**src/rtl/agu_pkg.sv**
```systemverilog
package agu_pkg;
  typedef enum logic [1:0] {
    AM_POST  = 2'b00,
    AM_PRE   = 2'b01,
    AM_OFFS  = 2'b10,
    AM_PLAIN = 2'b11
  } am_mode_e;
endpackage

```
**src/rtl/agu_linear.sv**
```systemverilog
module agu_linear #(
  parameter int AW = 16
) (
  input  logic [AW-1:0] base,
  input  logic [AW-1:0] step,
  input  logic          use_step,
  output logic [AW-1:0] sum,
  output logic          step_neg
);
  always_comb begin
    sum      = use_step ? (base + step) : base;
    step_neg = use_step & step[AW-1];
  end
endmodule

```
**src/rtl/agu_wrap.sv**
```systemverilog
module agu_wrap #(
  parameter int AW         = 16,
  parameter int WORD_BYTES = 2
) (
  input  logic [AW-1:0] lin,
  input  logic          step_neg,
  input  logic          active,
  input  logic [AW-1:0] lo,
  input  logic [AW-1:0] hi,
  output logic [AW-1:0] addr
);
  localparam logic [AW-1:0] WB = AW'(WORD_BYTES);
  logic [AW-1:0] len;
  logic          above, below;

  always_comb begin
    len   = hi - lo + WB;
    above = !step_neg && (lin > hi);
    below =  step_neg && (lin < lo);
    if (active && above)      addr = lin - len;
    else if (active && below) addr = lin + len;
    else                      addr = lin;
  end
endmodule

```
**src/rtl/modulo_agu.sv**
```systemverilog
module modulo_agu
  import agu_pkg::*;
#(
  parameter int AW         = 16,
  parameter int NPTR       = 16,
  parameter int WORD_BYTES = 2,
  localparam int PSEL_W    = (NPTR > 1) ? $clog2(NPTR) : 1
) (
  input  logic              clk,
  input  logic              rst,
  input  logic              req_valid,
  input  logic [1:0]        req_mode,
  input  logic [PSEL_W-1:0] req_sel,
  input  logic [AW-1:0]     req_ptr,
  input  logic [AW-1:0]     req_step,
  input  logic              mod_en,
  input  logic [PSEL_W-1:0] mod_sel,
  input  logic [AW-1:0]     buf_lo,
  input  logic [AW-1:0]     buf_hi,
  output logic              out_valid,
  output logic [AW-1:0]     out_ea,
  output logic [AW-1:0]     out_wb,
  output logic              out_wb_we
);
  am_mode_e      mode;
  logic          use_step, step_neg, active;
  logic [AW-1:0] lin, wrapped;
  logic [AW-1:0] ea_d, wb_d;
  logic          we_d;

  assign mode     = am_mode_e'(req_mode);
  assign use_step = (mode != AM_PLAIN);
  assign active   = mod_en && (req_sel == mod_sel);

  agu_linear #(.AW(AW)) u_lin (
    .base(req_ptr), .step(req_step), .use_step(use_step),
    .sum(lin), .step_neg(step_neg)
  );

  agu_wrap #(.AW(AW), .WORD_BYTES(WORD_BYTES)) u_wrap (
    .lin(lin), .step_neg(step_neg), .active(active),
    .lo(buf_lo), .hi(buf_hi), .addr(wrapped)
  );

  always_comb begin
    unique case (mode)
      AM_POST:  begin ea_d = req_ptr; wb_d = wrapped; we_d = 1'b1; end
      AM_PRE:   begin ea_d = wrapped; wb_d = wrapped; we_d = 1'b1; end
      AM_OFFS:  begin ea_d = wrapped; wb_d = req_ptr; we_d = 1'b0; end
      default:  begin ea_d = req_ptr; wb_d = req_ptr; we_d = 1'b0; end
    endcase
  end

  always_ff @(posedge clk) begin
    if (rst) begin
      out_valid <= 1'b0;
      out_wb_we <= 1'b0;
      out_ea    <= '0;
      out_wb    <= '0;
    end else begin
      out_valid <= req_valid;
      out_wb_we <= req_valid & we_d;
      if (req_valid) begin
        out_ea <= ea_d;
        out_wb <= wb_d;
      end
    end
  end

  // strobe only with a valid result
  p_we_valid_r11: assert property (@(posedge clk) disable iff (rst)
    out_wb_we |-> out_valid);
  // one-cycle latency
  p_latency_r11: assert property (@(posedge clk) disable iff (rst)
    req_valid |=> out_valid);
  // offset mode never writes back
  p_offs_no_we_r8: assert property (@(posedge clk) disable iff (rst)
    (req_valid && req_mode == 2'b10) |=> !out_wb_we);
  // post-modify accesses the old pointer
  p_post_ea_r6: assert property (@(posedge clk) disable iff (rst)
    (req_valid && req_mode == 2'b00) |=> (out_ea == $past(req_ptr)));
  // pre-modify uses one address for both
  p_pre_same_r7: assert property (@(posedge clk) disable iff (rst)
    (req_valid && req_mode == 2'b01) |=> (out_ea == out_wb && out_wb_we));
  // disabled modulo gives the linear sum
  p_passthru_r10: assert property (@(posedge clk) disable iff (rst)
    (req_valid && !mod_en && req_mode == 2'b01) |=>
      (out_wb == $past(req_ptr + req_step)));
endmodule

```
**config.mk**
```make
export PLATFORM = sky130hd
export DESIGN_NAME = modulo_agu
export DESIGN_NICKNAME = d
export VERILOG_FILES = /design/src/rtl/agu_pkg.sv /design/src/rtl/agu_linear.sv /design/src/rtl/agu_wrap.sv /design/src/rtl/modulo_agu.sv
export SDC_FILE = /design/constraint.sdc
export NUM_CORES = 1
export LEC_CHECK = 0
export ABC_AREA = 1
export ABC_CLOCK_PERIOD_IN_PS = 3900
export BUFFER_PORTS_ARGS = -buffer_cell sky130_fd_sc_hd__buf_4
export CAP_MARGIN = 10
export CORE_MARGIN = 2
export CORE_UTILIZATION = 45
export CTS_BUF_LIST = sky130_fd_sc_hd__clkbuf_8
export CTS_CLUSTER_SIZE = 8
export DETAILED_ROUTE_END_ITERATION = 8
export PLACE_DENSITY = 0.78
export SYNTH_ARGS = -nofsm -noshare
export SYNTH_HDL_FRONTEND = slang
export SYNTH_SLANG_ARGS = --single-unit
```
**constraint.sdc**
```tcl
create_clock -name clk -period 3.9 [get_ports clk]
set_clock_uncertainty 0.05 [all_clocks]
set_input_delay 0 -clock clk [delete_from_list [all_inputs] [get_ports clk]]
set_output_delay 0 -clock clk [all_outputs]
set_load 0.01 [all_outputs]
```
# After elaboration in Yosys (flattened, before gate mapping)
# Index checks and enable logic that the tools add are counted.
[word_totals] regBits=34 latch_bits=0 ramBits=0 romBits=0 input_bits=78 output_inout_bits=34 wordCells=32 mem_count=0
[op_classes] n_addsub=5 n_mul=0 n_div=0 order_cmp=2 n_eq_ne=4 n_shift=0 n_mux=6 bitwise_logic=2 n_reduce_logical=9
[ops] cell="2-to-1 mux 16 bit" count=5
[ops] cell="adder 16 bit" count=2
[ops] cell="subtractor 16 bit" count=2
[ops] cell="adder 16 x 2 -> 16 bit (second input constant)" count=1
[ops] cell="> comparator 16 bit" count=1
[ops] cell="< comparator 16 bit" count=1
[ops] cell="logical AND 1 bit" count=5
[ops] cell="== test 4 bit" count=1
[ops] cell="OR reduction 2 bit" count=2
[ops] cell="bitwise AND 1 bit" count=2
[ops] cell="== test 2 x 1 -> 1 bit (second input constant)" count=1
[ops] cell="== test 2 bit (second input constant)" count=1
[ops] cell="zero test 2 bit" count=1
[ops] cell="inequality test 2 bit (second input constant)" count=1
[ops] cell="zero test 1 bit" count=1
[ops] cell="2-to-1 mux 1 bit" count=1

# Logic depth before layout (Yosys ltp)
# Gate-level depths: netlist (run 1).
[depth] depth_word=8 ltp_mapped=26 depth_no_buf=26

# Hierarchy
# From an unflattened synthesis (run 1), not the netlist that was laid out.
[unflattened] hier_cells=1122 area_unflattened_um2=6749.0
[modules_own_cells] mod="agu_wrap" n_inst=1 cells_per_inst=640 area_each_um2=3950.0 seq_area_each_um2=0.0
[modules_own_cells] mod="modulo_agu" n_inst=1 cells_per_inst=259 area_each_um2=1715.4 seq_area_each_um2=680.7
[modules_own_cells] mod="agu_linear" n_inst=1 cells_per_inst=223 area_each_um2=1083.5 seq_area_each_um2=0.0

# Worst setup path before layout (run 1)
# No wires, ideal clock.
[synth_timing] path_type="in2reg" start="input port buf_hi[1]" end="register out_ea[15]" setup_ns=0.134 t_arrival_ns=3.061 required_ns=3.716 setup_slack_ns=0.655 cell_stages=24 n_path_buf=0 path_cell_list="inv_1 -> ha_1 -> inv_1 -> ha_1 -> fa_1 -> nand2_1 -> nand3_1 -> nand3b_1 -> nand2_1 -> a31o_2 -> xnor2_1 -> inv_1 -> ha_1 -> inv_2 -> nand2_1 -> nor3_1 -> nand4_1 -> nand3_1 -> a21oi_1 -> nand3b_1 -> nand3_1 -> nand3_1 -> nand2_1 -> a21oi_1"
[synth_between] elab_chain_cells=6 elab_cells_between_ends=10 classes_between="add/sub (4); order compare (1); mux (3); reduce/logical (2)"
[synth_rtl] item="from (decl)" line_no="modulo_agu.sv:19" source="input logic [AW-1:0] buf_hi,"
[synth_rtl] item="subtractor 16 bit" line_no="agu_wrap.sv:17" source="len = hi - lo + WB;"
[synth_rtl] item="adder 16 x 2 -> 16 bit" line_no="agu_wrap.sv:17"
[synth_rtl] item="adder 16 bit" line_no="agu_wrap.sv:21" source="else if (active && below) addr = lin + len;"
[synth_rtl] item="2-to-1 mux 16 bit" line_no="agu_wrap.sv:21"
[synth_rtl] item="2-to-1 mux 16 bit *" line_no="agu_wrap.sv:20" source="if (active && above) addr = lin - len;"
[synth_rtl] item="2-to-1 mux 16 bit *" line_no="modulo_agu.sv:46" source="unique case (mode)"
[synth_rtl] item="to (signal assigned)" line_no="modulo_agu.sv:58" source="out_ea <= '0;"
[synth_rtl] item="to (signal assigned)" line_no="modulo_agu.sv:64" source="out_ea <= ea_d;"
[synth_rtl] item="to (decl)" line_no="modulo_agu.sv:21" source="output logic [AW-1:0] out_ea,"
# Every way passes the cells marked *; elsewhere a longest branch is shown, timed or not.
# A chain may end at the register's enable or synchronous reset.

# Worst setup path after layout (run 1)
[layout_timing] start="input port req_ptr[0]" end="register out_ea[12]"
[layout_between] elab_chain_cells=8 elab_cells_between_ends=13 classes_between="add/sub (3); order compare (2); mux (4); reduce/logical (4)"
[layout_rtl] item="from (decl)" line_no="modulo_agu.sv:14" source="input logic [AW-1:0] req_ptr,"
[layout_rtl] item="adder 16 bit" line_no="agu_linear.sv:11" source="sum = use_step ? (base + step) : base;"
[layout_rtl] item="2-to-1 mux 16 bit *" line_no="agu_linear.sv:11"
[layout_rtl] item="< comparator 16 bit" line_no="agu_wrap.sv:19" source="below = step_neg && (lin < lo);"
[layout_rtl] item="logical AND 1 bit" line_no="agu_wrap.sv:19"
[layout_rtl] item="logical AND 1 bit" line_no="agu_wrap.sv:21"
[layout_rtl] item="2-to-1 mux 16 bit" line_no="agu_wrap.sv:21"
[layout_rtl] item="2-to-1 mux 16 bit *" line_no="agu_wrap.sv:20"
[layout_rtl] item="2-to-1 mux 16 bit *" line_no="modulo_agu.sv:46"
# Marked as above.

==> results of run 1 <==
==> worst max-delay path, cell delays in order <==
cell                      delay, ns
sky130_fd_sc_hd__buf_4         0.12
sky130_fd_sc_hd__ha_1          0.21
sky130_fd_sc_hd__fa_1          0.40
sky130_fd_sc_hd__nand2_1       0.11
sky130_fd_sc_hd__nand2_1       0.06
sky130_fd_sc_hd__o21ai_1       0.10
sky130_fd_sc_hd__buf_4         0.15
sky130_fd_sc_hd__inv_1         0.04
sky130_fd_sc_hd__a21oi_1       0.15
sky130_fd_sc_hd__or2_1         0.12
sky130_fd_sc_hd__nand3_1       0.06
sky130_fd_sc_hd__o21ai_1       0.09
sky130_fd_sc_hd__inv_1         0.16
sky130_fd_sc_hd__ha_1          0.42
sky130_fd_sc_hd__buf_4         0.19
sky130_fd_sc_hd__nor2_1        0.15
sky130_fd_sc_hd__and3_1        0.26
sky130_fd_sc_hd__nand4_1       0.14
sky130_fd_sc_hd__nand3_1       0.15
sky130_fd_sc_hd__nand2_1       0.06
sky130_fd_sc_hd__nand2_1       0.07
sky130_fd_sc_hd__xnor2_1       0.06
sky130_fd_sc_hd__nand2_1       0.07
sky130_fd_sc_hd__nand3_1       0.10
sky130_fd_sc_hd__o21ai_1       0.15
sky130_fd_sc_hd__a21oi_1       0.08
==> placed cells by master, fill, tap and decap left out, drive strengths merged, types with 23 or more instances in the layout <==
master  count
nor2       50
dfxtp      34
ha        108
nand3      69
buf       137
o21ai      53
a21oi     131
inv       159
nand2     234
nand4      23
xor2       32
==> synthesized netlist by cell type, drive strengths merged <==
| cell | number | area share, % |
|---|---|---|
| a211oi | 3 | 0.45 |
| a21boi | 2 | 0.24 |
| a21o | 5 | 0.61 |
| a21oi | 131 | 11 |
| a31o | 1 | 0.14 |
| a31oi | 3 | 0.30 |
| a41oi | 1 | 0.26 |
| and2 | 2 | 0.20 |
| and3 | 1 | 0.10 |
| buf | 11 | 1.2 |
| clkbuf | 16 | 0.98 |
| clkinv | 1 | 0.061 |
| dfxtp | 34 | 11 |
| fa | 4 | 1.3 |
| ha | 108 | 22 |
| inv | 159 | 9.8 |
| nand2 | 234 | 15 |
| nand3 | 69 | 5.6 |
| nand3b | 3 | 0.37 |
| nand4 | 23 | 2.3 |
| nor2 | 50 | 3.3 |
| nor3 | 8 | 0.65 |
| nor4 | 2 | 0.20 |
| o2111ai | 2 | 0.28 |
| o211ai | 1 | 0.12 |
| o21a | 2 | 0.24 |
| o21ai | 53 | 4.6 |
| o21bai | 11 | 1.3 |
| o221ai | 1 | 0.14 |
| o22ai | 2 | 0.20 |
| o31ai | 2 | 0.33 |
| or2 | 4 | 0.41 |
| xnor2 | 7 | 1.0 |
| xor2 | 32 | 4.6 |
==> registers in the layout, indices dropped and copies added (netlist names) <==
| name | count |
|---|---|
| out_valid | 1 |
| out_ea | 16 |
| out_wb_we | 1 |
| out_wb | 16 |
==> metrics by stage <==
stage          hold slack (ns)  power (mW)
6_report               0.06132       2.728
5_1_grt                0.06675       3.000
4_1_cts                0.05050       2.690
3_5_place_dp            0.3441       2.358
3_3_place_gp            0.3353       2.349
2_1_floorplan           0.2028       1.778
==> power groups by stage <==
stage	registers, mW	clock network, mW	logic, mW
2_1_floorplan	0.413	0	1.37
3_3_place_gp	0.401	0	1.95
3_5_place_dp	0.401	0	1.96
4_1_cts	0.394	0.329	1.97
5_1_grt	0.397	0.350	2.25
6_report	0.394	0.327	2.01
==> cells by family after synthesis <==
logic type	Yosys count	share of synthesized area [%]
AOI/OAI and AO/OA	220	20.18
xor gates and xnor gates	39	5.548
adders and majority gates	112	23.25
buffers and inverters	187	12.07
DFF	34	11.05
and+or+nand+nor	396	27.90
==> final timing paths <==
path,startpoint,slack (ns),cells past startpoint,endpoint
hold reg to reg,out_ea[0],0.42,2,out_ea[0]
hold / removal,rst,0.06,2,out_valid
setup reg to reg,out_ea[3],3.18,2,out_ea[3]
setup / recovery,req_ptr[0],0.32,26,out_ea[12]
==> final cells by class <==
class / instances / area [sq um] / share of cell area, %
clock inverters: 1 / 30.03 / 0.4045
repair buffers: 137 / 1054 / 14.19
well taps: 176 / 220.2 / 2.966
flip-flops and latches: 34 / 680.7 / 9.169
inverters: 160 / 608.1 / 8.191
clock buffers: 6 / 82.58 / 1.112
multi-input cells: 767 / 4748 / 63.96
==> layer usage <==
layer | vias up | share of wire, %
li1 | 3508 | -
met1 | 3093 | 45
met2 | 256 | 46
met3 | 32 | 6.0
met4 | 0 | 2.9
met5 | - | 0
==> repair_timing <==
action / in CTS / in global routing
gates resized for setup: 0 / 4
setup endpoints to repair: 0 / 6
hold buffers: 0 / 0
==> impl_metrics.csv, run 1 <==
group,metric,value,unit
timing,clock.fmax,279.0,MHz
timing,worstMarginPinSlew,0.6932,ns
floorplan,placeableCoreArea,0.01330,sq mm
global_routing,global_route.usage.met2,44.80,%
placed_design,dp_worst_setup_slack,0.06696,ns
global_routing,antenna_found_initial,0,
drt,first_pass_iters,5,
synth,postSynthAreaPerCell,6.232,sq um
clock_tree,total_clock_buffers_created_by_cts,5,
synth,post_synth_num_cell_types,53,
drt,route.vias.total,6889,
floorplan,die-height,121.0,um
run_status,outcome,"complete, no violations",
clock_tree,worstSkewPairLatency,0.28,ns
timing,fin_setup_tns,0,ns
placed_design,detailedPlacementHpwl,16280,um
worst_setup_path,path_max_fanout,5,
layout,area_delta_synth_final,20.56,%
timing,final_critical_path_setup_slack,0.3156,ns
timing,max_slew_margin,53.73,%
placed_design,place.port_buffers,111,
layout,n_fill_cell,1350,
synth,net_count_after_synthesis,1178,
synth,synthesis.area,0.006157,sq mm
synth,yosys_warnings,0,
global_routing,grt_pass1_wl,31130,um
clock_tree,clock_tree_from_tritoncts,"built",
clock_tree,cts-root-buf,"sky130_fd_sc_hd__clkbuf_8",
synth,ys_seq_area_share,11.05,%
drt,initialDrtViolationCount,626,
layout,finish.cell_count_without_fillers,1281,
timing,period_needed,3.584,ns
floorplan,die_width,121.0,um
floorplan,top_level_ports,112,
power,share_clk_of_total_power,12.0,%
layout,layout-drive-gt1-share,16.29,%
worst_setup_path,worstSetupStartpointType,"input pin",
global_routing,gr-usage-all-layers,26.33,%
timing,finalSetupViolations,0,
power,leakagePower,4.055,nW
synth,syn_inst,988,
timing,timing_hold_violations_final,0,
clock_tree,postCtsSetupBuffers,0,
worst_setup_path,required_time_at_the_endpoint_of_the_critical_path,4.01,ns
worst_setup_path,type_of_destination_of_the_critical_path,"register",
floorplan,fp-row-count,42,
worst_setup_path,cp_data_arrival_time,3.69,ns
power,ir_drop,0.1427,mV
timing,crit_share_post_route,91.91,%
drt,detail_route.wl_per_cell,15.06,um
global_routing,grt_overflow_total,0,
synth,postSynthRegisterBits,34,
timing,rsz0062_at_grt,"no",
flow_run,max_cap_violations,0,
timing,slew_violations,0,
global_routing,grtUsageMet1,35.28,%
placed_design,post-place-cells,1274,
clock_tree,cts_max_level,2,
power,power.switching_fraction,50.60,%
clock_tree,ctsLongestPathBuffers,2,
drt,antenna_left,0,
drt,vias_per_cell,5.378,
placed_design,globalplace.congestion,0.9102,
global_routing,first_global_vias,6454,
global_routing,grt_max_degree,67,
floorplan,initial_utilization,46.31,%
worst_setup_path,criticalPathCategory,"input pin to register",
layout,design_area,0.007423,sq mm
power,power.combinational.fraction,73.6,%
drt,drt_wl_total,19290,um
power,power-per-cell-area,367.5,mW/mm^2
worst_hold_path,hold_class,"input pin to register",
power,p_seq_share,14.5,%
layout,antennaDiodeCount,0,
floorplan,dieArea,0.01463,sq mm
drt,drt_drc_violations_left,0,
placed_design,placed_standard_cell_area,0.007296,sq mm
global_routing,grt_busiest_layer,"met2",
clock_tree,clock_sinks,34,
power,p_sw,1.380,mW
power,power.internal,1.348,mW
layout,final_util,55.83,%
layout,final_net_count,1295,
clock_tree,cts.reportedPaths.clkPinSlew,0.06,ns
global_routing,use_met3,2.256,%
Power figures use the tool's default switching activity.
==> run 2: changes to the inputs <==
--- a/config.mk
+++ b/config.mk
@@ -14,6 +14,7 @@
 export CTS_BUF_LIST = sky130_fd_sc_hd__clkbuf_8
 export CTS_CLUSTER_SIZE = 8
 export DETAILED_ROUTE_END_ITERATION = 8
+export MAX_ROUTING_LAYER = met4
 export PLACE_DENSITY = 0.78
 export SYNTH_ARGS = -nofsm -noshare
 export SYNTH_HDL_FRONTEND = slang
==> run 2 against run 1 <==
Effect of this change:
- critical endpoint is now out_wb[11]
- critical path depth is 4 lower
- total power is 0.18% lower
- flip-flop and latch count stayed put
==> impl_metrics.csv, run 2 (synthesis results as in run 1) <==
group,metric,value,unit
run_status,outcome,"complete, no violations",
layout,antennaDiodeCount,0,
drt,drt_wl_total,19690,um
clock_tree,clock_tree_from_tritoncts,"built",
layout,mostFrequentLayoutCell,"sky130_fd_sc_hd__nand2_1",
clock_tree,clock_sinks,34,
power,ir_drop,0.1247,mV
power,leakagePower,4.070,nW
layout,layout-drive-gt1-share,17.04,%
timing,finalSetupViolations,0,
drt,route.vias.total,6821,
placed_design,globalplace.congestion,0.9683,
clock_tree,cts-root-buf,"sky130_fd_sc_hd__clkbuf_8",
drt,vias_per_cell,5.308,
timing,max_slew_margin,38.96,%
floorplan,placeableCoreArea,0.01330,sq mm
timing,crit_share_post_route,92.46,%
worst_hold_path,end_point_of_the_most_critical_hold_path,"out_valid",
drt,first_pass_iters,8,
clock_tree,worstSkewPairLatency,0.29,ns
power,power.switching_fraction,51.73,%
global_routing,grt_max_degree,35,
worst_setup_path,worst-r2r-cell-count,2,
global_routing,antenna_found_initial,0,
worst_setup_path,path_max_fanout,9,
clock_tree,cts.reportedPaths.clkPinSlew,0.07,ns
global_routing,first_global_vias,6542,
power,power.internal,1.314,mW
flow_run,max_cap_violations,0,
power,power.combinational.fraction,75.5,%
layout,final_net_count,1298,
floorplan,dieArea,0.01463,sq mm
floorplan,initial_utilization,46.31,%
floorplan,die-height,121.0,um
layout,final_util,56.16,%
worst_setup_path,crit_buf_inv,5,
worst_setup_path,slowest_delay,0.46,ns
worst_setup_path,cp_data_arrival_time,3.72,ns
layout,layout_common_cells,"229 x sky130_fd_sc_hd__nand2_1, 146 x sky130_fd_sc_hd__inv_1, 137 x sky130_fd_sc_hd__buf_4, 126 x sky130_fd_sc_hd__a21oi_1, 106 x sky130_fd_sc_hd__ha_1",
worst_setup_path,reg_to_reg_slack_setup,3.16,ns
timing,clock.fmax,277.3,MHz
placed_design,detailedPlacementHpwl,16800,um
timing,timing_hold_violations_final,0,
floorplan,top_level_ports,112,
layout,area_delta_synth_final,21.28,%
clock_tree,cts_max_level,2,
drt,drt_drc_violations_left,0,
worst_setup_path,worst_path_max_delay_cell,"sky130_fd_sc_hd__ha_1",
timing,slew_violations,0,
clock_tree,ctsLongestPathBuffers,2,
clock_tree,hold_buffers,0,
timing,rsz0062_at_grt,"no",
placed_design,place.port_buffers,111,
global_routing,grt_overflow_total,0,
worst_setup_path,worstSetupStartpointType,"input pin",
floorplan,die_width,121.0,um
drt,detail_route.wl_per_cell,15.32,um
worst_hold_path,launch_point_of_the_worst_hold_path,"rst",
worst_hold_path,hold_class,"input pin to register",
timing,final.hold.worst_slack,0.05048,ns
timing,worstMarginPinSlew,0.9146,ns
worst_setup_path,critPathTopFamily,"simple AND/OR/NAND/NOR gates",
worst_setup_path,critical_path.cell_chain,"buf_4 -> ha_1 -> a21oi_1 -> o21ai_0 -> a21oi_1 -> nand2_1 -> xor2_1 -> o21ai_0 -> inv_1 -> buf_4 -> ha_1 -> inv_1 -> nand2_1 -> nor2_1 -> nor3_2 -> nand3_2 -> buf_4 -> xor2_1 -> nand2_1 -> nand4_1 -> nand2_1 -> a21oi_1",
layout,largestRegisters,"out_ea x16, out_wb x16",
timing,period_needed,3.606,ns
worst_setup_path,r2r_start,"out_ea[2]",
worst_setup_path,criticalPathCategory,"input pin to register",
worst_setup_path,timing.rr.end,"out_ea[2]",
power,power-per-cell-area,364.7,mW/mm^2
layout,n_fill_cell,1382,
power,p_seq_share,14.5,%
power,p_sw,1.409,mW
global_routing,grt_pass1_wl,31520,um
drt,antenna_left,0,
worst_setup_path,required_time_at_the_endpoint_of_the_critical_path,4.02,ns
worst_hold_path,worst_hold_path.num_cells,2,
drt,initialDrtViolationCount,524,
worst_setup_path,path_common_cell,"sky130_fd_sc_hd__nand2_1",
clock_tree,total_clock_buffers_created_by_cts,5,
power,share_clk_of_total_power,10.0,%
floorplan,fp-row-count,42,
global_routing,gr-usage-all-layers,27.60,%
worst_setup_path,type_of_destination_of_the_critical_path,"register",
[run 2: power by group through the flow]
stage,registers (mW),clock network [mW],logic [mW]
after floorplan,0.413,0,1.37
after global placement,0.403,0,1.98
after detailed placement,0.403,0,1.98
after CTS,0.396,0.274,1.99
after global routing,0.398,0.291,2.31
final,0.395,0.272,2.06
[run 2: routing by layer]
layer  vias up  global-route usage [%]  wire length (um)  part of all wire, %
met3        40                   2.115              1062                  5.4
met1      3044                   34.96              8859                   45
met5         -                       -                 0                    0
met4         0                   8.285               646                  3.3
met2       229                   46.98              9124                   46
li1       3508                       -                 -                    -
[run 2: timing repair]
action / CTS / global route
gates resized for setup: 0 / 11
setup endpoints to repair: 0 / 8
buffers inserted: 0 / 1
[run 2: final cells by class]
| class | count | area (sq um) | area share (%) |
|---|---|---|---|
| clock inverter | 2 | 12.51 | 0.1676 |
| sequential | 34 | 680.7 | 9.115 |
| clock buffer | 6 | 82.58 | 1.106 |
| tap | 176 | 220.2 | 2.949 |
| inverter | 160 | 608.1 | 8.143 |
| timing repair buffer | 140 | 1089 | 14.58 |
| multi-input combinational | 767 | 4775 | 63.94 |
[run 2: worst max path at each step]
stage	slack [ns]	startpoint	end	depth (start not counted)
floorplan	0.66	buf_hi[1]	out_ea[15]	24
global placement	-0.13	buf_hi[1]	out_ea[12]	26
detailed placement	-0.12	buf_hi[1]	out_ea[12]	26
CTS	0.17	buf_hi[1]	out_ea[12]	26
global route	0.03	buf_lo[7]	out_wb[13]	22
finish	0.29	req_ptr[9]	out_wb[11]	22
[run 2: stage by stage]
step	setup slack [ns]	cells	total power [mW]	cell area (sq um)	TNS [ns]
floorplan	0.6555	988	1.778	6157	0
global placement	-0.1271	1276	2.380	7323	-0.3250
detailed placement	-0.1218	1276	2.387	7323	-0.3863
CTS	0.1699	1284	2.664	7418	0
global route	0.03377	1285	2.996	7467	0
finish	0.2942	1285	2.723	7467	0
